==> src/rtl/mcyc_pkg.sv <==
// Package mcyc_pkg
// Shared state encoding, control-field encodings and the control bundle
// used by the multi-cycle sequencer. Assumes a 4-bit state register.
package mcyc_pkg;

    typedef enum logic [3:0] {
        ST_FETCH    = 4'd0,
        ST_DECODE   = 4'd1,
        ST_LW_ADDR  = 4'd2,
        ST_LW_READ  = 4'd3,
        ST_LW_WB    = 4'd4,
        ST_SW_ADDR  = 4'd5,
        ST_SW_WRITE = 4'd6,
        ST_R_EXEC   = 4'd7,
        ST_R_WB     = 4'd8,
        ST_BR_EXEC  = 4'd9,
        ST_J_EXEC   = 4'd10
    } state_e;

    typedef enum logic [1:0] {
        ALUB_REG   = 2'b00,
        ALUB_FOUR  = 2'b01,
        ALUB_IMM   = 2'b10,
        ALUB_IMMX4 = 2'b11
    } alu_b_e;

    typedef enum logic [1:0] {
        ALUOP_ADD  = 2'b00,
        ALUOP_SUB  = 2'b01,
        ALUOP_FUNC = 2'b10,
        ALUOP_RSV  = 2'b11
    } alu_op_e;

    typedef enum logic [1:0] {
        PCS_ALU    = 2'b00,
        PCS_ALUREG = 2'b01,
        PCS_JUMP   = 2'b10,
        PCS_RSV    = 2'b11
    } pc_src_e;

    typedef struct packed {
        logic    pc_wr;
        logic    pc_wr_cond;
        logic    mem_rd;
        logic    mem_wr;
        logic    addr_sel;
        logic    ir_wr;
        logic    rf_wr;
        logic    rf_dst_sel;
        logic    rf_src_sel;
        logic    alu_a_sel;
        alu_b_e  alu_b;
        alu_op_e alu_op;
        pc_src_e pc_src;
    } ctrl_t;

endpackage

==> src/rtl/mcyc_next_state.sv <==
// Module mcyc_next_state
// Combinational next-state function. The opcode is consulted only in the
// decode state, which picks a class-specific path. Every other state has a
// fixed successor. Assumes the opcode values are distinct.
module mcyc_next_state
    import mcyc_pkg::*;
#(
    parameter int              OPC_W    = 6,
    parameter logic [OPC_W-1:0] OP_RTYPE = 6'b000000,
    parameter logic [OPC_W-1:0] OP_LOAD  = 6'b100011,
    parameter logic [OPC_W-1:0] OP_STORE = 6'b101011,
    parameter logic [OPC_W-1:0] OP_BEQ   = 6'b000100,
    parameter logic [OPC_W-1:0] OP_JUMP  = 6'b000010
) (
    input  state_e           cur,
    input  logic [OPC_W-1:0] opcode,
    output state_e           nxt
);

    state_e dispatch;

    // Choose the first class-specific state from the opcode
    always_comb begin
        if (opcode == OP_RTYPE)      dispatch = ST_R_EXEC;
        else if (opcode == OP_LOAD)  dispatch = ST_LW_ADDR;
        else if (opcode == OP_STORE) dispatch = ST_SW_ADDR;
        else if (opcode == OP_BEQ)   dispatch = ST_BR_EXEC;
        else if (opcode == OP_JUMP)  dispatch = ST_J_EXEC;
        else                         dispatch = ST_FETCH;
    end

    // Fixed successor for each state; decode uses the dispatch result
    always_comb begin
        case (cur)
            ST_FETCH:    nxt = ST_DECODE;
            ST_DECODE:   nxt = dispatch;
            ST_LW_ADDR:  nxt = ST_LW_READ;
            ST_LW_READ:  nxt = ST_LW_WB;
            ST_SW_ADDR:  nxt = ST_SW_WRITE;
            ST_R_EXEC:   nxt = ST_R_WB;
            default:     nxt = ST_FETCH;
        endcase
    end

endmodule

==> src/rtl/mcyc_state_reg.sv <==
// Module mcyc_state_reg
// State register with synchronous active-low reset to fetch. The
// assertions on the path order sit here next to the register.
module mcyc_state_reg
    import mcyc_pkg::*;
(
    input  logic   clk,
    input  logic   rst_n,
    input  state_e nxt,
    output state_e cur_q
);

    // Load the next state, or fetch when reset is held
    always_ff @(posedge clk) begin
        if (!rst_n) cur_q <= ST_FETCH;
        else        cur_q <= nxt;
    end

    // fetch is always followed by decode
    a_r2_fetch_then_decode: assert property (@(posedge clk) disable iff (!rst_n)
        (cur_q == ST_FETCH) |=> (cur_q == ST_DECODE));

    // R-type execute is followed by its write-back
    a_r4_exec_then_wb: assert property (@(posedge clk) disable iff (!rst_n)
        (cur_q == ST_R_EXEC) |=> (cur_q == ST_R_WB));

    // load address, read and write-back stay in order
    a_r5_load_read_then_wb: assert property (@(posedge clk) disable iff (!rst_n)
        (cur_q == ST_LW_READ) |=> (cur_q == ST_LW_WB));

    // a load path cannot turn into a store path, whatever the opcode
    a_r10_load_path_stays: assert property (@(posedge clk) disable iff (!rst_n)
        (cur_q == ST_LW_ADDR) |=> (cur_q == ST_LW_READ));

    // store address leads to the memory write
    a_r6_store_addr_then_write: assert property (@(posedge clk) disable iff (!rst_n)
        (cur_q == ST_SW_ADDR) |=> (cur_q == ST_SW_WRITE));

    // branch finishes in one execute state
    a_r7_branch_single_state: assert property (@(posedge clk) disable iff (!rst_n)
        (cur_q == ST_BR_EXEC) |=> (cur_q == ST_FETCH));

    // jump finishes in one execute state
    a_r8_jump_single_state: assert property (@(posedge clk) disable iff (!rst_n)
        (cur_q == ST_J_EXEC) |=> (cur_q == ST_FETCH));

endmodule

==> src/rtl/mcyc_out_decode.sv <==
// Module mcyc_out_decode
// Moore output decoder: maps the current state to the full control
// bundle. Unused state codes drive all controls low.
module mcyc_out_decode
    import mcyc_pkg::*;
(
    input  logic   clk,
    input  logic   rst_n,
    input  state_e cur,
    output ctrl_t  ctrl
);

    // Control points for each state, defaults low
    always_comb begin
        ctrl = '0;
        case (cur)
            ST_FETCH: begin
                ctrl.mem_rd    = 1'b1;
                ctrl.addr_sel  = 1'b0;
                ctrl.ir_wr     = 1'b1;
                ctrl.alu_a_sel = 1'b0;
                ctrl.alu_b     = ALUB_FOUR;
                ctrl.alu_op    = ALUOP_ADD;
                ctrl.pc_src    = PCS_ALU;
                ctrl.pc_wr     = 1'b1;
            end
            ST_DECODE: begin
                ctrl.alu_a_sel = 1'b0;
                ctrl.alu_b     = ALUB_IMMX4;
                ctrl.alu_op    = ALUOP_ADD;
            end
            ST_LW_ADDR, ST_SW_ADDR: begin
                ctrl.alu_a_sel = 1'b1;
                ctrl.alu_b     = ALUB_IMM;
                ctrl.alu_op    = ALUOP_ADD;
            end
            ST_LW_READ: begin
                ctrl.mem_rd   = 1'b1;
                ctrl.addr_sel = 1'b1;
            end
            ST_LW_WB: begin
                ctrl.rf_wr      = 1'b1;
                ctrl.rf_dst_sel = 1'b0;
                ctrl.rf_src_sel = 1'b1;
            end
            ST_SW_WRITE: begin
                ctrl.mem_wr   = 1'b1;
                ctrl.addr_sel = 1'b1;
            end
            ST_R_EXEC: begin
                ctrl.alu_a_sel = 1'b1;
                ctrl.alu_b     = ALUB_REG;
                ctrl.alu_op    = ALUOP_FUNC;
            end
            ST_R_WB: begin
                ctrl.rf_wr      = 1'b1;
                ctrl.rf_dst_sel = 1'b1;
                ctrl.rf_src_sel = 1'b0;
            end
            ST_BR_EXEC: begin
                ctrl.alu_a_sel  = 1'b1;
                ctrl.alu_b      = ALUB_REG;
                ctrl.alu_op     = ALUOP_SUB;
                ctrl.pc_wr_cond = 1'b1;
                ctrl.pc_src     = PCS_ALUREG;
            end
            ST_J_EXEC: begin
                ctrl.pc_wr  = 1'b1;
                ctrl.pc_src = PCS_JUMP;
            end
            default: ctrl = '0;
        endcase
    end

    // at most one of the three storage writes per cycle
    a_r11_write_onehot: assert property (@(posedge clk) disable iff (!rst_n)
        $onehot0({ctrl.ir_wr, ctrl.rf_wr, ctrl.mem_wr}));

    // memory is never read and written in the same cycle
    a_r11_mem_rw_excl: assert property (@(posedge clk) disable iff (!rst_n)
        !(ctrl.mem_rd && ctrl.mem_wr));

    // the two PC write enables are never both active
    a_r11_pc_wr_excl: assert property (@(posedge clk) disable iff (!rst_n)
        !(ctrl.pc_wr && ctrl.pc_wr_cond));

endmodule

==> src/rtl/mcyc_ctrl.sv <==
// Module mcyc_ctrl
// Top of the multi-cycle control sequencer: next-state logic, state
// register and Moore output decoder. Assumes the opcode input holds the
// instruction register's opcode field during decode.
module mcyc_ctrl
    import mcyc_pkg::*;
#(
    parameter int               OPC_W    = 6,
    parameter logic [OPC_W-1:0] OP_RTYPE = 6'b000000,
    parameter logic [OPC_W-1:0] OP_LOAD  = 6'b100011,
    parameter logic [OPC_W-1:0] OP_STORE = 6'b101011,
    parameter logic [OPC_W-1:0] OP_BEQ   = 6'b000100,
    parameter logic [OPC_W-1:0] OP_JUMP  = 6'b000010
) (
    input  logic             clk,
    input  logic             rst_n,
    input  logic [OPC_W-1:0] opcode,
    output logic             pc_wr,
    output logic             pc_wr_cond,
    output logic             mem_rd,
    output logic             mem_wr,
    output logic             addr_sel,
    output logic             ir_wr,
    output logic             rf_wr,
    output logic             rf_dst_sel,
    output logic             rf_src_sel,
    output logic             alu_a_sel,
    output logic [1:0]       alu_b_sel,
    output logic [1:0]       alu_op,
    output logic [1:0]       pc_src
);

    state_e cur_q;
    state_e nxt;
    ctrl_t  ctrl;

    mcyc_next_state #(
        .OPC_W    (OPC_W),
        .OP_RTYPE (OP_RTYPE),
        .OP_LOAD  (OP_LOAD),
        .OP_STORE (OP_STORE),
        .OP_BEQ   (OP_BEQ),
        .OP_JUMP  (OP_JUMP)
    ) u_next (
        .cur    (cur_q),
        .opcode (opcode),
        .nxt    (nxt)
    );

    mcyc_state_reg u_state (
        .clk   (clk),
        .rst_n (rst_n),
        .nxt   (nxt),
        .cur_q (cur_q)
    );

    mcyc_out_decode u_dec (
        .clk   (clk),
        .rst_n (rst_n),
        .cur   (cur_q),
        .ctrl  (ctrl)
    );

    // Unpack the control bundle onto the ports
    assign pc_wr      = ctrl.pc_wr;
    assign pc_wr_cond = ctrl.pc_wr_cond;
    assign mem_rd     = ctrl.mem_rd;
    assign mem_wr     = ctrl.mem_wr;
    assign addr_sel   = ctrl.addr_sel;
    assign ir_wr      = ctrl.ir_wr;
    assign rf_wr      = ctrl.rf_wr;
    assign rf_dst_sel = ctrl.rf_dst_sel;
    assign rf_src_sel = ctrl.rf_src_sel;
    assign alu_a_sel  = ctrl.alu_a_sel;
    assign alu_b_sel  = ctrl.alu_b;
    assign alu_op     = ctrl.alu_op;
    assign pc_src     = ctrl.pc_src;

    // an unrecognised opcode leaves decode straight for fetch
    a_r9_unknown_to_fetch: assert property (@(posedge clk) disable iff (!rst_n)
        (cur_q == ST_DECODE && opcode != OP_RTYPE && opcode != OP_LOAD &&
         opcode != OP_STORE && opcode != OP_BEQ && opcode != OP_JUMP)
        |=> ir_wr);

endmodule

==> config.mk <==
export PLATFORM = sky130hd
export DESIGN_NAME = mcyc_ctrl
export DESIGN_NICKNAME = d
export VERILOG_FILES = /design/src/rtl/mcyc_pkg.sv /design/src/rtl/mcyc_next_state.sv /design/src/rtl/mcyc_state_reg.sv /design/src/rtl/mcyc_out_decode.sv /design/src/rtl/mcyc_ctrl.sv
export SDC_FILE = /design/constraint.sdc
export NUM_CORES = 1
export LEC_CHECK = 0
export BUFFER_PORTS_ARGS = -buffer_cell sky130_fd_sc_hd__clkbuf_2
export CAP_MARGIN = 25
export CORE_MARGIN = 3
export CORE_UTILIZATION = 30
export CTS_CLUSTER_DIAMETER = 100
export DETAILED_ROUTE_END_ITERATION = 6
export PLACE_DENSITY_LB_ADDON = 0.2
export SYNTH_ARGS = -nofsm -noshare
export SYNTH_HDL_FRONTEND = slang
export SYNTH_SLANG_ARGS = --single-unit
==> constraint.sdc <==
create_clock -name clk -period 1.09 [get_ports clk]
set_input_delay 0.218 -clock clk [delete_from_list [all_inputs] [get_ports clk]]
set_output_delay 0.218 -clock clk [all_outputs]
set_load 0.01 [all_outputs]
Word-level counts from Yosys, hierarchy flattened
Cells that the tools add are included.
{ "op_classes": {"reduce_logical": 6, "n_eq_ne": 14, "n_mux": 15} }
{ "op_table": {"columns": ["cell", "count"], "rows": [
  ["5-bit one-hot mux with 5 select lines", 1],
  ["4-bit one-hot mux with 6 select lines", 1],
  ["4-bit 2-to-1 mux", 5],
  ["4-bit by 3-bit == test with 1-bit output, second input constant", 4],
  ["4-bit == test, second input constant", 3],
  ["6-bit == test, second input constant", 2],
  ["4-bit by 2-bit == test with 1-bit output, second input constant", 2],
  ["2-bit OR reduction", 4],
  ["6-bit by 2-bit == test with 1-bit output, second input constant", 1],
  ["6-bit by 3-bit == test with 1-bit output, second input constant", 1],
  ["6-bit zero test", 1],
  ["1-bit 2-to-1 mux", 6],
  ["3-bit one-hot mux with 2 select lines", 1],
  ["4-bit by 1-bit == test with 1-bit output, second input constant", 1],
  ["4-bit zero test", 1],
  ["2-bit one-hot mux with 2 select lines", 1]
]} }
{ "word_totals": {"output_inout_bits": 16, "register_bits": 4, "in_bits": 8} }

Logic depth before layout (Yosys ltp)
Gate-level depths: netlist of run 1.
{ "depth": {"ltp_word": 7, "depth_mapped": 4, "depth_no_buf": 3} }

Hierarchy
A second synthesis of run 1 with hierarchy kept.
{ "hier_totals": {"cells_unflattened": 63, "area_unflattened_um2": 459.2} }
{ "modules_own_cells": {"columns": ["mod", "area_per_inst_um2", "n_inst", "cells_per_inst"], "rows": [
  ["mcyc_out_decode", 206.4, 1, 31],
  ["mcyc_next_state", 147.6, 1, 24],
  ["mcyc_state_reg", 105.1, 1, 8]
]} }

Worst setup path after synthesis of run 1
Ideal clock, no wire load.
{ "synth_path": {"path_kind": "register -> output", "from": "register u_state.cur_q[0]", "to": "output port alu_b_sel[1]", "t_required_ns": 0.872, "arrival_ns": 1.042, "slack_ns": -0.170, "stages_incl_launch_ff": 4, "cell_sequence": "dfxtp_1 buf_2 or3b_1 a21oi_1"} }
{ "synth_via": {"elab_chain_cells": 3, "word_cells_on_any_way": 8, "classes_between": "5 x eq/ne; 1 x mux; 2 x reduce/logical"} }
{ "synth_lines": {"columns": ["item", "line", "source"], "rows": [
  ["start: declaration", "mcyc_state_reg.sv:10", "output state_e cur_q"],
  ["start signal: assignment", "mcyc_state_reg.sv:16", "else cur_q <= nxt;"],
  ["4-bit by 2-bit == test with 1-bit output or 4-bit by 3-bit == test with 1-bit output (tied branches)", "mcyc_out_decode.sv:16", "case (cur)"],
  ["2-bit OR reduction", "mcyc_out_decode.sv:16", null],
  ["5-bit one-hot mux with 5 select lines (*)", "mcyc_out_decode.sv:16", null],
  ["end: declaration", "mcyc_ctrl.sv:28", "output logic [1:0] alu_b_sel,"]
]} }
Mark *: on every way between the ends. The rest lies on a longest branch, timed or not.

Worst setup path after layout of run 1
Ends and elaborated chain as after synthesis.

==> metrics, run 1 <==
worst skew pair latency 0.24 ns; R2R depth 5; Root Buffer clkbuf_4; Req. time, crit path 0.87 ns; gr usage total 0.155; nets 110; CTS tree yes; critical path's largest stage delay 0.42 ns; Largest Register u_state.cur_q; synthesized area 449 um2; pwr dens 608 nW/um2; die height 44.7 um; Slew @ Worst Pin 0.291 ns; max FFs per register 4; Setup violations, final 18; CP Cell Sequence or3b_4, a21oi_4, buf_6; worst r2r src u_state.cur_q[1]$_SDFF_PN0_; I/O pins 24; failing checks negative setup slack; CP max stage cell or3b_4; Die ar. 2000 um2; maximum vdd drop 364 uV; 1st-iter DRT viols 10; status complete, but fails checks; # rows 13; detailed-route wire length per cell 13.8 um; Final Hold Fails 0; Critical Path AT 1.26 ns; Fmax 0.677 GHz; pin count of the biggest net entering global routing 11; Largest regs u_state.cur_q: 4 flops; Critical Path Fanout Max 7; maximum clock insertion buffer count 2; core area 1350 um2; Hold Path End u_state.cur_q[0]$_SDFF_PN0_; Placer Congestion 0.773; IO buf count 23; delay-heaviest family, CP simple AND/OR/NAND/NOR gates; CTS Sinks 4; worst hold path depth 2; Via density 5.27; capturing point of the worst reg2reg path u_state.cur_q[1]$_SDFF_PN0_; CTS Buf Count 3; WHS 0.250 ns; Clock Skews 0.00197 ns; H-Tree Depth 1; global-route wire length before repair 2310 um; Hold Buf Count CTS 0; utilization after layout 0.654; Buffers & Inverters on Critical Path 1; grt ovf 0; pre-CTS setup slack -0.207 ns; CP Class register to output port; antenna violations before repair 0; RSZ-0062 raised after global routing yes; Max-slew headroom 0.804; number of diodes 0; DP HPWL 1020 um; synth-to-layout area growth 96.7%; vias after detailed routing 606; Synth Register Bits 4; min-delay src rst_n; Worst-path clk slew 0.04 ns; Static Leak 0.386 nW; Placed Instances 105; max-cap viol count 0; layout cells sized above 1 0.700; Final TNS setup -4.81 ns; Reg2Reg Setup Slack -0.21 ns; PnR worst setup slack -0.387 ns; Final Critical Period 1.48 ns; Max Slew Vio Count 0; Seq/Total Area, Yosys 0.178; Mapped Cells 62; Worst Hold Class input port to register; crit start category register; Total Wirelength 1580 um; Mapped Nets 70; vias in the first global route 560; Residual DRC 0; final critical-path share of the clock period 1.35; Pre-Repair DR Iteration Count 5; Initial Util 0.333; post-route ant nets 0; post-synthesis area per instance 7.24 um2; Die W 44.7 um; fin cells 115; Synth cell types 32; Worst setup EP type output port; yosys warns 0
==> metal layers <==
metal | routed length [um] | global-route usage | vias up
met3 | 63 | 0.0279 | 3
met2 | 845 | 0.272 | 20
met4 | 19 | 0.0723 | 0
met5 | 0 | 0 | -
met1 | 654 | 0.178 | 279
li1 | - | - | 304
==> synth_stat cells <==
cell       instances  share of area
a21oi_1            3          0.033
nand2b_1           4          0.056
nor2_1             9          0.075
or4_4              1          0.025
or2_1              1          0.014
buf_2              4          0.045
and3_2             1          0.017
nor3_1             4          0.045
a22o_1             1          0.020
buf_6              2          0.050
and4_1             1          0.020
a21o_1             1          0.017
and3_4             1          0.025
nor3b_1            1          0.017
inv_1              3          0.025
a211oi_1           1          0.017
xor2_1             2          0.039
nor4b_1            1          0.020
o2111ai_1          1          0.020
or3b_1             1          0.020
nand3b_1           1          0.017
xnor2_1            1          0.020
nor4_1             1          0.014
nand2_1            1         0.0083
a211oi_2           1          0.028
nand4_1            2          0.028
o21ai_0            3          0.033
nor2b_1            2          0.028
dfxtp_1            4           0.18
and3_1             1          0.014
o211ai_1           1          0.017
o311ai_1           1          0.020
==> cell type report <==
| cell class | instances | area (um2) |
|---|---|---|
| multi-input cells | 49 | 439 |
| repair buffers | 41 | 297 |
| well taps | 15 | 18.8 |
| inverters | 3 | 11.3 |
| fillers | 112 | 467 |
| clock buffers | 3 | 22.5 |
| flip-flops and latches | 4 | 95.1 |
==> power by group <==
group | internal [mW] | total [mW] | switching, mW
registers | 0.146 | 0.156 | 0.00954
logic | 0.102 | 0.194 | 0.0920
clock network | 0.123 | 0.188 | 0.0642
==> how the worst max path moves through the flow <==
stage	startpoint	endpoint	depth (start not counted)
2_1_floorplan	u_state.cur_q[1]$_SDFF_PN0_	alu_b_sel[1]	3
3_3_place_gp	u_state.cur_q[1]$_SDFF_PN0_	alu_b_sel[1]	3
3_5_place_dp	u_state.cur_q[1]$_SDFF_PN0_	alu_b_sel[1]	3
4_1_cts	u_state.cur_q[0]$_SDFF_PN0_	alu_b_sel[1]	3
5_1_grt	u_state.cur_q[0]$_SDFF_PN0_	alu_b_sel[1]	3
6_report	u_state.cur_q[0]$_SDFF_PN0_	alu_b_sel[1]	3
==> layout by cell type (no fill, tap or decap), types with 2 or more instances in the layout <==
cell type   n
a211oi_2    2
a21oi_1     2
buf_2       9
buf_4      10
buf_6       9
clkbuf_2   12
clkbuf_4    3
dfxtp_4     4
inv_1       2
nand2b_4    3
nand4_1     2
nor2_1      8
nor3_2      3
o21ai_0     2
xor2_1      2
==> timing repair <==
action                                 CTS  global route
resized for setup                       16            26
setup endpoints to repair               19            19
setup buffers                            2             5
endpoints found under the hold margin    0             0
pin swaps                                2             3
==> per-stage QoR <==
| stage | area [um2] | power, mW |
|---|---|---|
| 2_1_floorplan | 528 | 0.271 |
| 5_1_grt | 883 | 0.575 |
| 4_1_cts | 772 | 0.516 |
| 3_5_place_dp | 683 | 0.326 |
| 6_report | 883 | 0.538 |
| 3_3_place_gp | 683 | 0.323 |
==> cells by family (layout without fill, tap and decap cells) <==
logic type | after synthesis | after routing | synth area share
compound gates | 13 | 13 | 0.203
xor+xnor | 3 | 3 | 0.0585
buf+inv | 9 | 47 | 0.120
flops | 4 | 4 | 0.178
simple gates | 33 | 33 | 0.440
No activity file was read; power rests on OpenSTA's default activity.
==> inputs of run 2 (changes only) <==
--- a/config.mk
+++ b/config.mk
@@ -5,6 +5,7 @@
 export SDC_FILE = /design/constraint.sdc
 export NUM_CORES = 1
 export LEC_CHECK = 0
+export ABC_AREA = 1
 export BUFFER_PORTS_ARGS = -buffer_cell sky130_fd_sc_hd__clkbuf_2
 export CAP_MARGIN = 25
 export CORE_MARGIN = 3
==> run 2 against run 1 <==
The flow still finishes with violations (negative setup slack); clock-buffer cell count did not move; clock skew rose by 0.0029 ns; sequential cell count did not move; total power fell by 8.1%; combinational power fell by 21%; sequential share of layout area rose by 1.2 points; synthesized cell count rose by 18%.
==> metrics, run 2 <==
Mapped Cells 73 (was 62); CTS tree yes (unchanged); Reg2Reg Setup Slack 0 ns (was -0.21 ns); gr usage total 0.137 (was 0.155); Die ar. 1800 um2 (was 2000 um2); number of diodes 0 (unchanged); Via density 4.65 (was 5.27); max FFs per register 4 (unchanged); pin count of the biggest net entering global routing 8 (was 11); post-synthesis area per instance 5.47 um2 (was 7.24 um2); Async SR Flop Fraction 0 (unchanged); I/O pins 24 (unchanged); leading area contributor after synthesis nor2_1 (was dfxtp_1); global-route wire length before repair 1920 um (was 2310 um); Largest Register u_state.cur_q (unchanged); synth-to-layout area growth 94.0% (was 96.7%); Req. time, crit path 0.87 ns (about the same); Static Leak 0.421 nW (was 0.386 nW); max-cap viol count 0 (unchanged); vias after detailed routing 586 (was 606); register area 92.6 um2 (was 95.1 um2); DP HPWL 909 um (was 1020 um); Filler Cells Inserted 108 (was 112); Setup violations, final 16 (was 18); area of the multi-input gates 347 um2 (was 439 um2); Placer Congestion 0.764 (was 0.773); maximum clock insertion buffer count 2 (unchanged); Max Slew Vio Count 0 (unchanged); commonest non-fill, non-tap cell in the layout nor2_1 (was clkbuf_2); H-Tree Depth 1 (unchanged); maximum vdd drop 708 uV (was 364 uV); # rows 12 (was 13); antenna violations before repair 0 (unchanged); crit start category register (unchanged); vias in the first global route 492 (was 560); Pre-Repair DR Iteration Count 4 (was 5); Synth cell types 15 (was 32); CTS Buf Count 3 (unchanged); Initial Util 0.341 (was 0.333); largest cells by area after synthesis nor2_1 21%, dfxtp_1 20%, inv_1 11%, nand3_1 8.8%, nand2_1 8.5% (was dfxtp_1 18%, nor2_1 7.5%, nand2b_1 5.6%, buf_6 5.0%, buf_2 4.5%); Mapped Nets 81 (was 70); die height 42.5 um (was 44.7 um); ys flop type dfxtp_1 (unchanged); share of the synthesized area in the top cell type 0.207 (was 0.178); Max-slew headroom 0.873 (was 0.804); Die W 42.5 um (was 44.7 um); PnR worst setup slack -0.306 ns (was -0.387 ns); nets 122 (was 110); status complete, but fails checks (unchanged); yosys warns 0 (unchanged); Placed Area 604 um2 (was 683 um2); WHS 0.244 ns (was 0.250 ns); worst skew pair latency 0.23 ns (was 0.24 ns); layout cells sized above 1 0.625 (was 0.700); Final Critical Period 1.40 ns (was 1.48 ns); synth cell count leaders 22 x nor2_1, 12 x inv_1, 9 x nand2_1 (was 9 x nor2_1, 4 x buf_2, 4 x dfxtp_1, 4 x nand2b_1, 4 x nor3_1); Fmax 0.716 GHz (was 0.677 GHz); most numerous cell in the Yosys netlist nor2_1 (unchanged); most frequent cells in the layout 15 x nor2_1, 12 x buf_2, 10 x clkbuf_2, 10 x buf_4, 8 x inv_1 (was 12 x clkbuf_2, 10 x buf_4, 9 x buf_2, 9 x buf_6, 8 x nor2_1); post-route ant nets 0 (unchanged); core area 1170 um2 (was 1350 um2); pwr dens 638 nW/um2 (was 608 nW/um2); final critical-path share of the clock period 1.28 (was 1.35); CP Class register to output port (unchanged); CTS Sinks 4 (unchanged); failing checks negative setup slack (unchanged); synthesized area 399 um2 (was 449 um2); detailed-route wire length per cell 10.6 um (was 13.8 um); Critical Path Fanout Max 7 (unchanged); Post-synth EDFFs 0 (unchanged); 1st-iter DRT viols 9 (was 10); RSZ-0062 raised after global routing yes (unchanged); Largest regs u_state.cur_q: 4 flops (unchanged); fin area 774 um2 (was 883 um2); Final TNS setup -3.77 ns (was -4.81 ns); grt ovf 0 (unchanged); Seq/Total Area, Yosys 0.201 (was 0.178); pre-CTS setup slack -0.174 ns (was -0.207 ns); Synth Register Bits 4 (unchanged); Worst-path clk slew 0.04 ns (about the same); Hold Buf Count CTS 0 (unchanged); Critical Path AT 1.18 ns (was 1.26 ns); Worst setup EP type output port (unchanged); Residual DRC 0 (unchanged); Total Wirelength 1330 um (was 1580 um); IO buf count 23 (unchanged); Final Hold Fails 0 (unchanged); Clock Skews 0.00489 ns (was 0.00197 ns); Slew @ Worst Pin 0.190 ns (was 0.291 ns); Root Buffer clkbuf_4 (unchanged); Worst Hold Class input port to register (unchanged)
run 2: per-layer routing:
| layer | vias to the layer above | GRT usage | part of all wire |
|---|---|---|---|
| met4 | 0 | 0.0373 | 0.0068 |
| met1 | 260 | 0.153 | 0.40 |
| li1 | 305 | - | - |
| met3 | 2 | 0.0429 | 0.065 |
| met5 | - | 0 | 0 |
| met2 | 19 | 0.246 | 0.53 |
run 2: area by class of cell:
type,count,area share
Clock buffer,3,0.0291
Tap cell,14,0.0226
Inverter,14,0.0840
Multi-Input combinational cell,55,0.447
Timing Repair Buffer,36,0.297
Sequential cell,4,0.120
run 2: metrics by stage:
stage	instances	utilization	power, mW
floorplan	73	-	0.229
global placement	119	0.516	0.287
detailed placement	119	0.516	0.288
CTS	124	0.594	0.491
global route	126	0.661	0.532
finish	126	0.661	0.494
run 2: worst max-delay path: stages, from the launching register on:
cell and delay [ns]:
dfxtp_4 0.36, nor2_2 0.13, inv_2 0.09, nor2_2 0.13, nor2_1 0.05, nand2_1 0.06, buf_2 0.12
run 2: path summary, 6_finish.rpt:
kind | from | to | depth (start not counted)
max | u_state.cur_q[2]$_SDFF_PN0_ | alu_a_sel | 6
min | rst_n | u_state.cur_q[0]$_SDFF_PN0_ | 3
max reg2reg | u_state.cur_q[0]$_SDFF_PN0_ | u_state.cur_q[3]$_SDFF_PN0_ | 6
min reg2reg | u_state.cur_q[0]$_SDFF_PN0_ | u_state.cur_q[0]$_SDFF_PN0_ | 1
run 2: cell families (layout without fill, tap and decap cells):
group	count (synthesis)	in the layout	synth area share
buffers and inverters	14	53	0.132
flip-flops	4	4	0.201
AO/OA/AOI/OAI	9	9	0.129
AND/OR/NAND/NOR	46	46	0.539
run 2: timing repair:
action / CTS / global route
gates resized for setup: 23 / 30
setup endpoints to repair: 18 / 19
pin swaps: 7 / 9
buffers inserted: 3 / 2
run 2: report_power, final:
part	internal, mW	total [mW]	switching (mW)
Combinational	0.0681	0.154	0.0861
Clock	0.123	0.182	0.0586
Sequential	0.148	0.158	0.0104
==> inputs of run 3 (changes only) <==
--- a/config.mk
+++ b/config.mk
@@ -13,6 +13,7 @@
 export CTS_CLUSTER_DIAMETER = 100
 export DETAILED_ROUTE_END_ITERATION = 6
 export PLACE_DENSITY_LB_ADDON = 0.2
+export REMOVE_ABC_BUFFERS = 1
 export SYNTH_ARGS = -nofsm -noshare
 export SYNTH_HDL_FRONTEND = slang
 export SYNTH_SLANG_ARGS = --single-unit
==> run 3 against run 2 <==
The flow still finishes with violations (negative setup slack); clock skew is 0.0020 ns lower; sequential power hardly changed; utilization is 13 points higher; register-to-register slack worse by 0.19 ns; via count is 15% higher; clock power hardly changed; first-iteration DRC count is 22% higher; critical path depth stayed put; global-route usage is 3.4 points higher; sequential share of layout area is 2.0 points lower; largest power group is now combinational logic.
==> metrics, run 3 (synthesized netlist as in run 2, its figures left out) <==
status complete, but fails checks (unchanged); failing checks negative setup slack (unchanged); Worst Hold Class input port to register (unchanged); final critical-path share of the clock period 1.34 (was 1.28); 1st-iter DRT viols 11 (was 9); Largest Register u_state.cur_q (unchanged); pre-CTS setup slack -0.176 ns (was -0.174 ns); Hold Buf Count CTS 0 (unchanged); detailed-route wire length per cell 13.3 um (was 10.6 um); maximum vdd drop 687 uV (was 708 uV); vias after detailed routing 675 (was 586); Residual DRC 0 (unchanged); Sw Pwr 0.173 mW (was 0.155 mW); DP HPWL 903 um (was 909 um); clock power share 0.339 (was 0.368); maximum clock insertion buffer count 2 (unchanged); Max-slew headroom 0.848 (was 0.873); Critical Path Fanout Max 4 (was 7); Final Hold Fails 0 (unchanged); Reg2Reg Setup Slack -0.19 ns (was 0 ns); Sequential Power Share 0.301 (was 0.320); IO buf count 23 (unchanged); CTS tree yes (unchanged); crit start category register (unchanged); max-cap viol count 0 (unchanged); Critical Path AT 1.24 ns (was 1.18 ns); Pre-Repair DR Iteration Count 4 (unchanged); global-route wire length before repair 2390 um (was 1920 um); Die ar. 1800 um2 (unchanged); I/O pins 24 (unchanged); post-route ant nets 0 (unchanged); commonest non-fill, non-tap cell in the layout buf_4 (was nor2_1); Setup violations, final 20 (was 16); nets 133 (was 122); Pwr Total 0.534 mW (was 0.494 mW); Placer Congestion 0.718 (was 0.764); Final Critical Period 1.46 ns (was 1.40 ns); Static Leak 0.491 nW (was 0.421 nW); min-delay src rst_n (unchanged); Worst-path clk slew 0.04 ns (about the same); # rows 12 (unchanged); synth-to-layout area growth 132% (was 94.0%); R2R depth 8 (was 6); antenna violations before repair 0 (unchanged); Cell Int Power 0.361 mW (was 0.339 mW); max FFs per register 4 (unchanged); die height 42.5 um (unchanged); pin count of the biggest net entering global routing 6 (was 8); Worst setup EP type output port (unchanged); Initial Util 0.341 (unchanged); pwr dens 577 nW/um2 (was 638 nW/um2); core area 1170 um2 (unchanged); Logic pwr share 0.359 (was 0.312); CTS Buf Count 3 (unchanged); Root Buffer clkbuf_4 (unchanged); most frequent cells in the layout 17 x buf_4, 13 x nor2_1, 12 x buf_2 (was 15 x nor2_1, 12 x buf_2, 10 x clkbuf_2, 10 x buf_4, 8 x inv_1); CTS Sinks 4 (unchanged); PnR worst setup slack -0.370 ns (was -0.306 ns); Total Wirelength 1820 um (was 1330 um); Slew @ Worst Pin 0.227 ns (was 0.190 ns); Req. time, crit path 0.87 ns (about the same); worst r2r src u_state.cur_q[2]$_SDFF_PN0_ (was u_state.cur_q[0]$_SDFF_PN0_); vias in the first global route 588 (was 492); Hold Path End u_state.cur_q[0]$_SDFF_PN0_ (unchanged); Max Slew Vio Count 0 (unchanged); number of diodes 0 (unchanged); capturing point of the worst reg2reg path u_state.cur_q[1]$_SDFF_PN0_ (was u_state.cur_q[3]$_SDFF_PN0_); Clock Skews 0.00290 ns (was 0.00489 ns); Die W 42.5 um (unchanged); worst hold path depth 3 (unchanged); gr usage total 0.171 (was 0.137); Fmax 0.685 GHz (was 0.716 GHz); Largest regs u_state.cur_q: 4 flops (unchanged); grt ovf 0 (unchanged); Sw Ratio 0.323 (was 0.314); layout cells sized above 1 0.691 (was 0.625); CP Class register to output port (unchanged); RSZ-0062 raised after global routing yes (unchanged); H-Tree Depth 1 (unchanged); Via density 4.93 (was 4.65); worst skew pair latency 0.23 ns (about the same); Final TNS setup -5.26 ns (was -3.77 ns)
run 3: changes by cell type in the layout (fill, tap and decap cells not counted), moves of 2 or more:
cell	change
clkbuf_2	-3
buf_4	+7
buf_6	+7
nor2_4	+2
nor2_1	-2
run 3: worst max-delay path: stages, from the launching register on:
cell     delay [ns]
dfxtp_4        0.42
inv_6          0.06
nand2_4        0.10
nor2_4         0.05
nor2_2         0.15
o21ai_1        0.09
buf_2          0.14
run 3: power groups by stage:
stage / Sequential, mW / Combinational [mW] / Clock (mW)
2_1_floorplan: 0.159 / 0.0679 / 0
3_3_place_gp: 0.159 / 0.132 / 0
3_5_place_dp: 0.160 / 0.134 / 0
4_1_cts: 0.157 / 0.163 / 0.186
5_1_grt: 0.161 / 0.208 / 0.205
6_report: 0.161 / 0.192 / 0.181
run 3: final cells by class:
cell class | instances | area [um2]
Timing Repair Buffer | 47 | 347
Tap cell | 14 | 17.5
Fill cell | 81 | 245
Sequential cell | 4 | 92.6
Multi-Input combinational cell | 55 | 374
Inverter | 14 | 72.6
Clock buffer | 3 | 22.5
run 3: how the worst max path moves through the flow:
stage	start	endpoint	slack, ns	cells after the start
2_1_floorplan	u_state.cur_q[1]$_SDFF_PN0_	alu_a_sel	-0.05	5
3_3_place_gp	u_state.cur_q[3]$_SDFF_PN0_	alu_a_sel	-0.16	6
5_1_grt	u_state.cur_q[3]$_SDFF_PN0_	alu_b_sel[1]	-0.46	6
4_1_cts	u_state.cur_q[3]$_SDFF_PN0_	alu_a_sel	-0.32	6
3_5_place_dp	u_state.cur_q[3]$_SDFF_PN0_	alu_a_sel	-0.18	6
6_report	u_state.cur_q[1]$_SDFF_PN0_	alu_b_sel[1]	-0.37	6
run 3: routing by layer:
metal,wire length (um),share of wire,vias to the layer above,GRT usage
met4,118,0.065,0,0.0559
li1,-,-,328,-
met1,660,0.36,307,0.188
met5,0,0,-,0
met3,90,0.049,12,0.0172
met2,950,0.52,28,0.331
run 3: per-stage QoR:
| stage | utilization | hold WS (ns) | std cells | instance area [um2] |
|---|---|---|---|---|
| after floorplan | - | 0.367 | 73 | 399 |
| after global placement | 0.537 | 0.491 | 123 | 629 |
| after detailed placement | 0.537 | 0.485 | 123 | 629 |
| after CTS | 0.673 | 0.232 | 132 | 788 |
| after global routing | 0.791 | 0.272 | 137 | 926 |
| final | 0.791 | 0.272 | 137 | 926 |
run 3: timing repair:
item / 4_1_cts / 5_1_grt
pin swaps: 6 / 10
setup buffers: 7 / 5
endpoints found under the setup margin: 19 / 19
resized for setup: 34 / 42
